### src/rtl/pixsync_pkg.sv
// Package: shared types and defaults for the pixel sync pulse generator.
// Assumes nothing beyond IEEE 1800-2017 packages.
package pixsync_pkg;
    // Number of flops in the pin synchroniser.
    localparam int SYNC_STAGES_DEF = 2;
    // Width of the delay select field.
    localparam int DLY_W_DEF = 3;

    // Polarity selection for the edge detector.
    typedef enum logic {
        EDGE_FALL = 1'b0,
        EDGE_RISE = 1'b1
    } edge_sel_e;
endpackage

### src/rtl/pixsync_sync.sv
// Module: pixsync_sync
// Resynchronises an asynchronous level into the clk domain through a chain
// of STAGES flops. Assumes STAGES >= 1; the output lags the input by STAGES clocks.
module pixsync_sync #(
    parameter int STAGES = 2
) (
    input  logic clk,
    input  logic rst_n,
    input  logic d,
    output logic q
);
    generate
        if (STAGES == 1) begin : g_single
            logic ff;
            // Purpose: single-flop capture of the input level.
            always_ff @(posedge clk) begin
                if (!rst_n) ff <= 1'b0;
                else        ff <= d;
            end
            assign q = ff;
        end else begin : g_chain
            logic [STAGES-1:0] chain;
            // Purpose: shift the input level through the synchroniser chain.
            always_ff @(posedge clk) begin
                if (!rst_n) chain <= '0;
                else        chain <= {chain[STAGES-2:0], d};
            end
            assign q = chain[STAGES-1];
        end
    endgenerate
endmodule

### src/rtl/pixsync_edge.sv
// Module: pixsync_edge
// Detects one transition of the selected polarity on a synchronised level.
// Assumes lvl is already in the clk domain. hit is high for one cycle per
// qualifying transition and is forced low while enable is low.
module pixsync_edge
    import pixsync_pkg::*;
(
    input  logic      clk,
    input  logic      rst_n,
    input  logic      lvl,
    input  logic      enable,
    input  edge_sel_e sel,
    output logic      hit
);
    logic lvl_q;

    // Purpose: remember the previous level for transition detection.
    always_ff @(posedge clk) begin
        if (!rst_n) lvl_q <= 1'b0;
        else        lvl_q <= lvl;
    end

    // Purpose: flag a transition of the requested polarity.
    always_comb begin
        if (sel == EDGE_RISE) hit = enable & lvl & ~lvl_q;
        else                  hit = enable & ~lvl & lvl_q;
    end
endmodule

### src/rtl/pixsync_dline.sv
// Module: pixsync_dline
// Delay line of DEPTH single-bit stages with a selectable output tap.
// Every stage is kept, so several pending pulses travel independently.
// Assumes DEPTH == 2**SEL_W; tap 0 is the input delayed by one clock.
module pixsync_dline #(
    parameter int SEL_W = 3,
    parameter int DEPTH = 8
) (
    input  logic             clk,
    input  logic             rst_n,
    input  logic             din,
    input  logic [SEL_W-1:0] sel,
    output logic             tap
);
    logic [DEPTH-1:0] stage;

    // Purpose: first stage captures the incoming event.
    always_ff @(posedge clk) begin
        if (!rst_n) stage[0] <= 1'b0;
        else        stage[0] <= din;
    end

    generate
        for (genvar i = 1; i < DEPTH; i++) begin : g_stage
            // Purpose: advance pending events by one clock.
            always_ff @(posedge clk) begin
                if (!rst_n) stage[i] <= 1'b0;
                else        stage[i] <= stage[i-1];
            end
        end
    endgenerate

    assign tap = stage[sel];
endmodule

### src/rtl/pixsync_strobe.sv
// Module: pixsync_strobe
// Raises stb for the one cycle that follows the falling edge of pulse.
// Assumes pulse is driven from clk-domain flops.
module pixsync_strobe (
    input  logic clk,
    input  logic rst_n,
    input  logic pulse,
    output logic stb
);
    logic pulse_q;

    // Purpose: hold the previous pulse level.
    always_ff @(posedge clk) begin
        if (!rst_n) pulse_q <= 1'b0;
        else        pulse_q <= pulse;
    end

    // Purpose: strobe while the pulse has just ended.
    assign stb = pulse_q & ~pulse;
endmodule

### src/rtl/pixsync_gen.sv
// Module: pixsync_gen (top)
// Pixel sync pulse generator. The pin is synchronised (SYNC_STAGES flops). In
// pass-through mode the synchronised level is the sync pulse. In derived mode
// a selected edge enters a delay line and the tap picked by delay_sel is the
// pulse. A strobe follows each pulse. Assumes the configuration is static
// while pulses are pending and that rst_n is synchronous to clk.
module pixsync_gen
    import pixsync_pkg::*;
#(
    parameter int SYNC_STAGES = SYNC_STAGES_DEF,
    parameter int DLY_W       = DLY_W_DEF
) (
    input  logic             clk,
    input  logic             rst_n,
    input  logic             sync_pin,
    input  logic             derive_en,
    input  logic             rise_sel,
    input  logic [DLY_W-1:0] delay_sel,
    output logic             sync_pulse,
    output logic             sample_stb
);
    localparam int TAPS = 1 << DLY_W;

    logic pin_s;
    logic edge_hit;
    logic dly_tap;

    pixsync_sync #(.STAGES(SYNC_STAGES)) u_sync (
        .clk   (clk),
        .rst_n (rst_n),
        .d     (sync_pin),
        .q     (pin_s)
    );

    pixsync_edge u_edge (
        .clk    (clk),
        .rst_n  (rst_n),
        .lvl    (pin_s),
        .enable (derive_en),
        .sel    (edge_sel_e'(rise_sel)),
        .hit    (edge_hit)
    );

    pixsync_dline #(.SEL_W(DLY_W), .DEPTH(TAPS)) u_dline (
        .clk   (clk),
        .rst_n (rst_n),
        .din   (edge_hit),
        .sel   (delay_sel),
        .tap   (dly_tap)
    );

    // Purpose: choose derived pulse or pass-through level.
    assign sync_pulse = derive_en ? dly_tap : pin_s;

    pixsync_strobe u_strobe (
        .clk   (clk),
        .rst_n (rst_n),
        .pulse (sync_pulse),
        .stb   (sample_stb)
    );
endmodule

### config.mk
export PLATFORM = sky130hd
export DESIGN_NAME = pixsync_gen
export DESIGN_NICKNAME = d
export VERILOG_FILES = /design/src/rtl/pixsync_pkg.sv /design/src/rtl/pixsync_sync.sv /design/src/rtl/pixsync_edge.sv /design/src/rtl/pixsync_dline.sv /design/src/rtl/pixsync_strobe.sv /design/src/rtl/pixsync_gen.sv
export SDC_FILE = /design/constraint.sdc
export NUM_CORES = 1
export LEC_CHECK = 0
export BUFFER_PORTS_ARGS = -buffer_cell sky130_fd_sc_hd__buf_2
export CAP_MARGIN = 15
export CORE_AREA = 5 5 42 44
export DETAILED_ROUTE_END_ITERATION = 6
export DIE_AREA = 0 0 47 49
export PLACE_DENSITY_LB_ADDON = 0.05
export REMOVE_ABC_BUFFERS = 1
export SETUP_SLACK_MARGIN = 0.3
export SLEW_MARGIN = 10
export SYNTH_ARGS = -nofsm -noshare
export SYNTH_HDL_FRONTEND = slang
export SYNTH_SLANG_ARGS = --single-unit
### constraint.sdc
create_clock -name clk -period 1.6 [get_ports clk]
set_clock_uncertainty 0.15 [all_clocks]
set_input_delay 0.24 -clock clk [delete_from_list [all_inputs] [get_ports clk]]
set_output_delay 0.24 -clock clk [all_outputs]
set_load 0.1 [all_outputs]
==> flow_summary.json, run 1 <==
{
  "synthToLayoutAreaGrowth_pct": 23.21,
  "hp-start": "sync_pin",
  "cp.arrival_ps": 1580,
  "reg2reg_to": "u_strobe.pulse_q",
  "holdPathEnd": "u_sync.g_chain.chain[0]",
  "tightest_slew_ps": 202.3,
  "grt_max_degree": 13,
  "post_cts_buffers": 0,
  "fmax_ghz": 0.5078,
  "drive_above_1_share_pct": 34.00,
  "most-common-layout-cells": "and2_1 (10), dfxtp_1 (9), buf_2 (7)",
  "setup_viol": 2,
  "worstHoldPathType": "input pin to register",
  "yosysWarnings": 0,
  "setup_ws_ps": -369.4,
  "layout_commonest_cell": "and2_1",
  "fill_cells": 155,
  "violations": "negative setup slack",
  "power.density_nw_per_um2": 949.3,
  "crit_type": "register to output pin",
  "antenna_found_initial": 0,
  "num_vias": 289,
  "cts.sinks": 12,
  "dieArea_sq_um": 2303,
  "die_w_um": 47,
  "peakVddDrop_uv": 273.5,
  "dp_slack_ps": -313.6,
  "rr_worst_depth": 3,
  "hold_ws_ps": 36.14,
  "initial_core_util_pct": 31.16,
  "ys_types": 14,
  "rsz0062_at_grt": "true",
  "critPathRequiredTime_ps": 1210,
  "clkLatencyLatePin_ps": 250,
  "slew_viol_final": 0,
  "critPathCaptureType": "output pin",
  "dr.pass1.iters": 2,
  "seq_area_frac_synth_pct": 55.01,
  "status": "complete, but fails checks",
  "io_pins": 10,
  "ant_nets": 0,
  "period_minus_slack_ps": 1969,
  "rows": 14,
  "syn_area_sq_um": 436.7,
  "period_share_pct": 123.1,
  "die_h_um": 49,
  "drt_iter0_markers": 3,
  "root_buffer": "clkbuf_4",
  "grt_pass1_wl_mm": 1.193,
  "synth_seq_cells": 12,
  "hold_depth": 2,
  "drc": 0,
  "htreeDepth": 1,
  "syn-instance-count": 40,
  "wl_per_cell_um": 10.14,
  "numCtsBuffers": 3,
  "power.leakage_nw": 0.2416,
  "port_buffers": 9,
  "rr_startpoint": "u_dline.stage[2]",
  "synth.avg_cell_area_sq_um": 10.92,
  "cp-start-kind": "register",
  "crit_fanout": 3,
  "cts_tree": "yes",
  "gp_congestion": 0.7233,
  "final_nets": 60,
  "core_area_sq_um": 1401,
  "hold_viol": 0,
  "viasPerCell": 4.379,
  "antenna_cells": 0,
  "cts_max_path_buffers": 2,
  "grt_usage_pct": 7.431,
  "drv_cap": 0,
  "place_hpwl_um": 528.1,
  "rrSetupSlack_ps": 360,
  "fin_setup_tns_ps": -690.3,
  "cts.clk_slew.worst_paths_ps": 60,
  "routed_wl_um": 669,
  "slew_headroom_pct": 86.55,
  "overflow": 0,
  "grt_pass1_vias": 316
}
[per-layer routing]
layer	wire [um]	global-route usage (%)	share of wire [%]	vias to the layer above
li1	-	-	-	151
met1	295	8.482	44	134
met2	334	10.86	50	4
met3	39	3.690	5.8	0
met4	0	4.147	0	0
met5	0	0	0	-
[worst max-delay path, stage by stage (launching register included)]
cell     delay, ps
dfxtp_1        320
mux2i_1         70
mux4_2         500
o211a_1        240
buf_6          180
[per-stage QoR]
step / cell area, sq um / instances / total power (W) / utilization [%]
global placement: 501.7 / 63 / 0.0003492 / 35.80
detailed placement: 501.7 / 63 / 0.0003503 / 35.80
finish: 538.0 / 66 / 0.0005107 / 38.39
floorplan: 421.7 / 38 / 0.0003307 / -
global route: 538.0 / 66 / 0.0005462 / 38.39
CTS: 538.0 / 66 / 0.0005253 / 38.39
[power by group]
part | switching [W] | internal (W) | leakage, nW
Combinational | 0.0000223 | 0.0000170 | 0.129
Sequential | 0.00000177 | 0.000303 | 0.0988
Clock | 0.0000801 | 0.0000866 | 0.0138
Total | 0.000104 | 0.000407 | 0.242
[state kept, by name, summed over array words and instances (netlist names)]
signal,cells
u_edge.lvl_q,1
u_dline.stage,8
u_strobe.pulse_q,1
u_sync.g_chain.chain,2
[timing repair]
| item | 4_1_cts | 5_1_grt |
|---|---|---|
| pin swaps | 1 | 1 |
| hold buffers | 0 | 0 |
| gates resized for setup | 6 | 0 |
| endpoints found under the setup margin | 2 | 3 |
[cell type report]
cell class              count  area, sq um  area share, %
multi-input cells          24        177.7          33.02
clock buffers               3        22.52          4.186
well taps                  16        20.02          3.721
repair buffers              9        66.31          12.33
flip-flops and latches     12        244.0          45.35
inverters                   2        7.507          1.395
[kinds of logic (layout without fill, tap and decap cells)]
family                 count (synthesis)  count (layout)  share of synthesized area, %
AND/OR/NAND/NOR                       15              15                         19.48
flip-flops                            12              12                         55.01
multiplexers                           5               5                         14.33
AO/OA/AOI/OAI                          4               4                         6.016
buffers and inverters                  4              14                         5.157
[worst max path at each step]
stage	to	start	cells after the start	slack, ps
after floorplan	sync_pulse	u_dline.stage[6]	3	-990
after global placement	sample_stb	delay_sel[0]	5	-290
after detailed placement	sample_stb	delay_sel[0]	5	-310
after CTS	sample_stb	u_dline.stage[7]	4	-380
after global routing	sample_stb	u_dline.stage[6]	4	-430
final	sample_stb	u_dline.stage[2]	4	-370
[synthesized netlist by cell type]
library cell,count,area (sq um)
o21ai_1,1,5.000
dfxtp_1,12,240.2
mux2i_1,4,40.04
o211a_1,1,10.01
nand3b_1,1,7.510
inv_1,2,7.510
o22ai_1,1,6.260
nand2_1,3,11.26
a21oi_1,1,5.000
and2_1,10,62.56
mux4_2,1,22.52
nor2_1,1,3.750
buf_6,1,11.26
clkbuf_1,1,3.750
No activity file was read; power rests on OpenSTA's default activity.
==> run 2: changes to the inputs <==
--- a/config.mk
+++ b/config.mk
@@ -6,10 +6,9 @@
 export NUM_CORES = 1
 export LEC_CHECK = 0
 export BUFFER_PORTS_ARGS = -buffer_cell sky130_fd_sc_hd__buf_2
-export CAP_MARGIN = 15
-export CORE_AREA = 5 5 42 44
+export CORE_AREA = 3 3 40 42
 export DETAILED_ROUTE_END_ITERATION = 6
-export DIE_AREA = 0 0 47 49
+export DIE_AREA = 0 0 43 45
 export PLACE_DENSITY_LB_ADDON = 0.05
 export REMOVE_ABC_BUFFERS = 1
 export SETUP_SLACK_MARGIN = 0.3
==> run 2 against run 1 <==
  * The run still ends with negative setup slack left
  * Clock power rose by 43%
  * Maximum frequency fell by 0.24%
  * Final area rose by 2.8%
  * Global-route usage rose by 0.77 points
  * Critical path depth did not move
  * Sequential power barely moved
  * Worst setup slack got worse by 4.7 ps
  * Largest power group unchanged
  * Highest routed layer is now met4
==> flow_summary.json, run 2 (same netlist as run 1, synthesis figures left out) <==
{
  "crit_type": "register to output pin",
  "antenna_cells": 0,
  "crit_fanout": 3,
  "io_pins": 10,
  "grt_pass1_wl_mm": 1.152,
  "startpoint": "u_dline.stage[5]",
  "drv_cap": 0,
  "status": "complete, but fails checks",
  "slew_viol_final": 0,
  "numCtsBuffers": 3,
  "slew_headroom_pct": 86.62,
  "critPathRequiredTime_ps": 1210,
  "most-common-layout-cells": "and2_1 (10), buf_2 (7), dfxtp_1 (7)",
  "root_buffer": "clkbuf_4",
  "drive_above_1_share_pct": 39.22,
  "port_buffers": 9,
  "grt_max_degree": 13,
  "cp.arrival_ps": 1580,
  "die_w_um": 43,
  "largest_reg_flops": 8,
  "synthToLayoutAreaGrowth_pct": 26.65,
  "period_minus_slack_ps": 1974,
  "drt_iter0_markers": 2,
  "wl_per_cell_um": 10.55,
  "initial_core_util_pct": 33.98,
  "layout_commonest_cell": "and2_1",
  "core_area_sq_um": 1285,
  "dieArea_sq_um": 1935,
  "clkLatencyLatePin_ps": 270,
  "period_share_pct": 123.4,
  "fill_cells": 138,
  "post_cts_buffers": 0,
  "power.density_nw_per_um2": 1055,
  "hold_viol": 0,
  "peakVddDrop_uv": 501.8,
  "tightest_slew_ps": 201.2,
  "num_vias": 292,
  "dp_slack_ps": -297.5,
  "dr.pass1.iters": 4,
  "routed_wl_um": 696,
  "hold_depth": 2,
  "cts.clk_slew.worst_paths_ps": 80,
  "cts_tree": "yes",
  "rows": 13,
  "cp-start-kind": "register",
  "fmax_ghz": 0.5066,
  "rr_startpoint": "u_dline.stage[5]",
  "viasPerCell": 4.424,
  "fin_setup_tns_ps": -700.8,
  "antenna_found_initial": 0,
  "grt_usage_pct": 8.201,
  "drc": 0,
  "setup_viol": 2,
  "power.leakage_nw": 0.2499,
  "ant_nets": 0,
  "cts.sinks": 12,
  "gp_congestion": 0.7438,
  "place_hpwl_um": 545.8,
  "critPathCaptureType": "output pin",
  "final_nets": 60,
  "die_h_um": 45,
  "top_register": "u_dline.stage",
  "reg_top3": "u_dline.stage (8), u_sync.g_chain.chain (2)",
  "hp-start": "sync_pin",
  "rr_worst_depth": 3,
  "setup_ws_ps": -374.1,
  "htreeDepth": 1,
  "worstHoldPathType": "input pin to register",
  "grt_pass1_vias": 293,
  "cts_max_path_buffers": 2,
  "rsz0062_at_grt": "true",
  "overflow": 0,
  "final_util_pct": 43.04,
  "violations": "negative setup slack",
  "hold_ws_ps": 20.01
}
run 2: cell types whose count changed in the layout (fill, tap and decap cells not counted), sizes merged:
cell	change
clkbuf	+1
run 2: path summary, 6_finish.rpt:
path,endpoint,slack [ps]
max reg2reg,u_strobe.pulse_q,370
min,u_sync.g_chain.chain[0],20
max,sample_stb,-370
min reg2reg,u_dline.stage[0],300
run 2: stage by stage:
stage          total power, W  std cells  area, sq um
2_1_floorplan       0.0003307         38        421.7
3_3_place_gp        0.0003492         62        500.5
3_5_place_dp        0.0003502         62        500.5
4_1_cts             0.0005906         66        550.5
5_1_grt             0.0006070         66        553.0
6_report            0.0005833         66        553.0
run 2: final cells by class:
type	count	area [sq um]	area share, %
Sequential cell	12	246.5	44.57
Multi-Input combinational cell	24	177.7	32.13
Timing Repair Buffer	9	66.31	11.99
Clock buffer	4	36.28	6.561
Tap cell	15	18.77	3.394
Inverter	2	7.507	1.357
run 2: critical path, cell delays in order (launching register included):
cell and delay, ps:
dfxtp_2 330, mux2i_1 60, mux4_2 500, o211a_1 240, buf_6 180
run 2: power breakdown:
part	switching [W]	total, W	internal, W
logic	0.0000222	0.0000391	0.0000170
registers	0.00000204	0.000305	0.000303
clock network	0.000101	0.000239	0.000138
run 2: per-layer routing:
metal / track usage, % / vias to the layer above / routed length, um
met5: 0 / - / 0
met4: 5.422 / 0 / 15
met3: 2.390 / 2 / 33
met2: 12.87 / 5 / 330
met1: 9.780 / 131 / 317
li1: - / 154 / -
run 2: timing repair:
action	in CTS	in global routing
pin swaps	1	1
resized for setup	6	2
endpoints found under the setup margin	2	3
hold buffers	0	0
==> run 3: changes to the inputs <==
--- a/config.mk
+++ b/config.mk
@@ -5,7 +5,7 @@
 export SDC_FILE = /design/constraint.sdc
 export NUM_CORES = 1
 export LEC_CHECK = 0
-export BUFFER_PORTS_ARGS = -buffer_cell sky130_fd_sc_hd__buf_2
+export BUFFER_PORTS_ARGS = -buffer_cell sky130_fd_sc_hd__clkbuf_2
 export CORE_AREA = 3 3 40 42
 export DETAILED_ROUTE_END_ITERATION = 6
 export DIE_AREA = 0 0 43 45
==> constraint.sdc (replaced) <==
create_clock -name clk -period 1.6 [get_ports clk]
set_clock_uncertainty 0.15 [all_clocks]
set_input_delay 0.24 -clock clk [delete_from_list [all_inputs] [get_ports clk]]
set_output_delay 0.24 -clock clk [all_outputs]
set_load 0.05 [all_outputs]
==> run 3 against run 2 <==
  * The flow still finishes with violations (negative setup slack)
  * Critical path type unchanged
  * Sequential share of layout area fell by 1.2 points
  * First-iteration DRC count up 100%
  * Final area increased by 3.4%
  * Worst setup slack better by 13 ps
  * Flip-flop and latch count stayed put
==> flow_summary.json, run 3 (same netlist as run 1, synthesis figures left out) <==
{
  "wl_per_cell_um": 10.49,
  "status": "complete, but fails checks",
  "rows": 13,
  "reg_top3": "u_dline.stage (8), u_sync.g_chain.chain (2)",
  "clkLatencyLatePin_ps": 260,
  "crit_fanout": 3,
  "path_buf_inv": 1,
  "drive_above_1_share_pct": 44.23,
  "drv_cap": 0,
  "numCtsBuffers": 3,
  "peakVddDrop_uv": 507.2,
  "critPathRequiredTime_ps": 1210,
  "period_share_pct": 122.6,
  "drt_iter0_markers": 4,
  "layout_commonest_cell": "and2_1",
  "hold_viol": 0,
  "initial_core_util_pct": 33.98,
  "tightest_slew_ps": 132.1,
  "die_h_um": 45,
  "grt_usage_pct": 7.879,
  "grt_max_degree": 13,
  "violations": "negative setup slack",
  "power.leakage_nw": 0.2589,
  "viasPerCell": 4.507,
  "grt_pass1_vias": 268,
  "worstHoldPathType": "input pin to register",
  "setup_ws_ps": -361.0,
  "critPathCaptureType": "output pin",
  "period_minus_slack_ps": 1961,
  "dieArea_sq_um": 1935,
  "crit_type": "register to output pin",
  "overflow": 0,
  "place_hpwl_um": 569.6,
  "port_buffers": 9,
  "htreeDepth": 1,
  "most-common-layout-cells": "and2_1 (10), clkbuf_2 (7), dfxtp_2 (6), dfxtp_1 (6), mux2i_1 (4)",
  "antenna_found_initial": 0,
  "fin_setup_tns_ps": -645.4,
  "num_vias": 302,
  "final_nets": 61,
  "cpPeakStageDelay_ps": 500,
  "cp.arrival_ps": 1570,
  "slew_viol_final": 0,
  "io_pins": 10,
  "final_util_pct": 44.50,
  "largest_reg_flops": 8,
  "cts_hold_buf": 0,
  "core_area_sq_um": 1285,
  "critPathTopFamily": "multiplexers",
  "fmax_ghz": 0.5099,
  "cts_max_path_buffers": 2,
  "grt_pass1_wl_mm": 1.097,
  "top_register": "u_dline.stage",
  "antenna_cells": 0,
  "gp_congestion": 0.7408,
  "hold_ws_ps": 41.37,
  "crit_slowest_cell": "mux4_2",
  "root_buffer": "clkbuf_4",
  "routed_wl_um": 703,
  "ant_nets": 0,
  "rsz0062_at_grt": "true",
  "die_w_um": 43,
  "drc": 0,
  "cts.clk_slew.worst_paths_ps": 70,
  "synthToLayoutAreaGrowth_pct": 30.95,
  "setup_viol": 2,
  "crit_chain": "mux2i_1 > mux4_2 > o211a_1 > buf_8",
  "cts.sinks": 12,
  "slew_headroom_pct": 90.94,
  "cts_tree": "yes",
  "dr.pass1.iters": 3,
  "cp-start-kind": "register",
  "power.density_nw_per_um2": 1000
}
run 3: stage by stage:
step | total power (W) | instance area (sq um) | cells | setup slack (ps)
final | 0.0005719 | 571.8 | 67 | -361.0
after floorplan | 0.0003262 | 421.7 | 38 | -352.6
after detailed placement | 0.0003457 | 500.5 | 62 | -262.6
after global routing | 0.0005982 | 571.8 | 67 | -427.6
after CTS | 0.0005811 | 551.8 | 66 | -373.0
after global placement | 0.0003444 | 500.5 | 62 | -230.4
run 3: where the power goes:
part | switching [W] | internal (W)
Combinational | 0.0000185 | 0.0000177
Sequential | 0.00000196 | 0.000303
Clock | 0.0000929 | 0.000138
Total | 0.000113 | 0.000458
run 3: worst reg2reg max path, cell delays in order (launching register included):
cell and delay (ps):
dfxtp_2 330, mux2i_1 70, mux4_2 500, buf_4 160, o22ai_2 80
run 3: worst paths after layout:
check,to,cells past startpoint,from,slack (ps)
hold reg to reg,u_sync.g_chain.chain[1],1,u_sync.g_chain.chain[0],290
hold / removal,u_sync.g_chain.chain[0],2,sync_pin,40
setup / recovery,sample_stb,4,u_dline.stage[1],-360
setup reg to reg,u_strobe.pulse_q,4,u_dline.stage[1],250
run 3: layer usage:
metal / routed length (um) / global-route usage [%]
met1: 320 / 10.07
met2: 358 / 11.38
met3: 23 / 2.390
met4: 0 / 5.422
met5: 0 / 0
run 3: repair_timing:
action / 4_1_cts / 5_1_grt
hold endpoints to repair: 0 / 0
buffers inserted: 0 / 1
resized for setup: 7 / 4
pin swaps: 0 / 0
setup endpoints to repair: 2 / 3
run 3: layout make-up:
class,count,area (sq um)
Timing Repair Buffer,10,77.57
Multi-Input combinational cell,24,183.9
Inverter,2,7.507
Clock buffer,4,36.28
Sequential cell,12,247.7
Tap cell,15,18.77
Fill cell,132,713.2
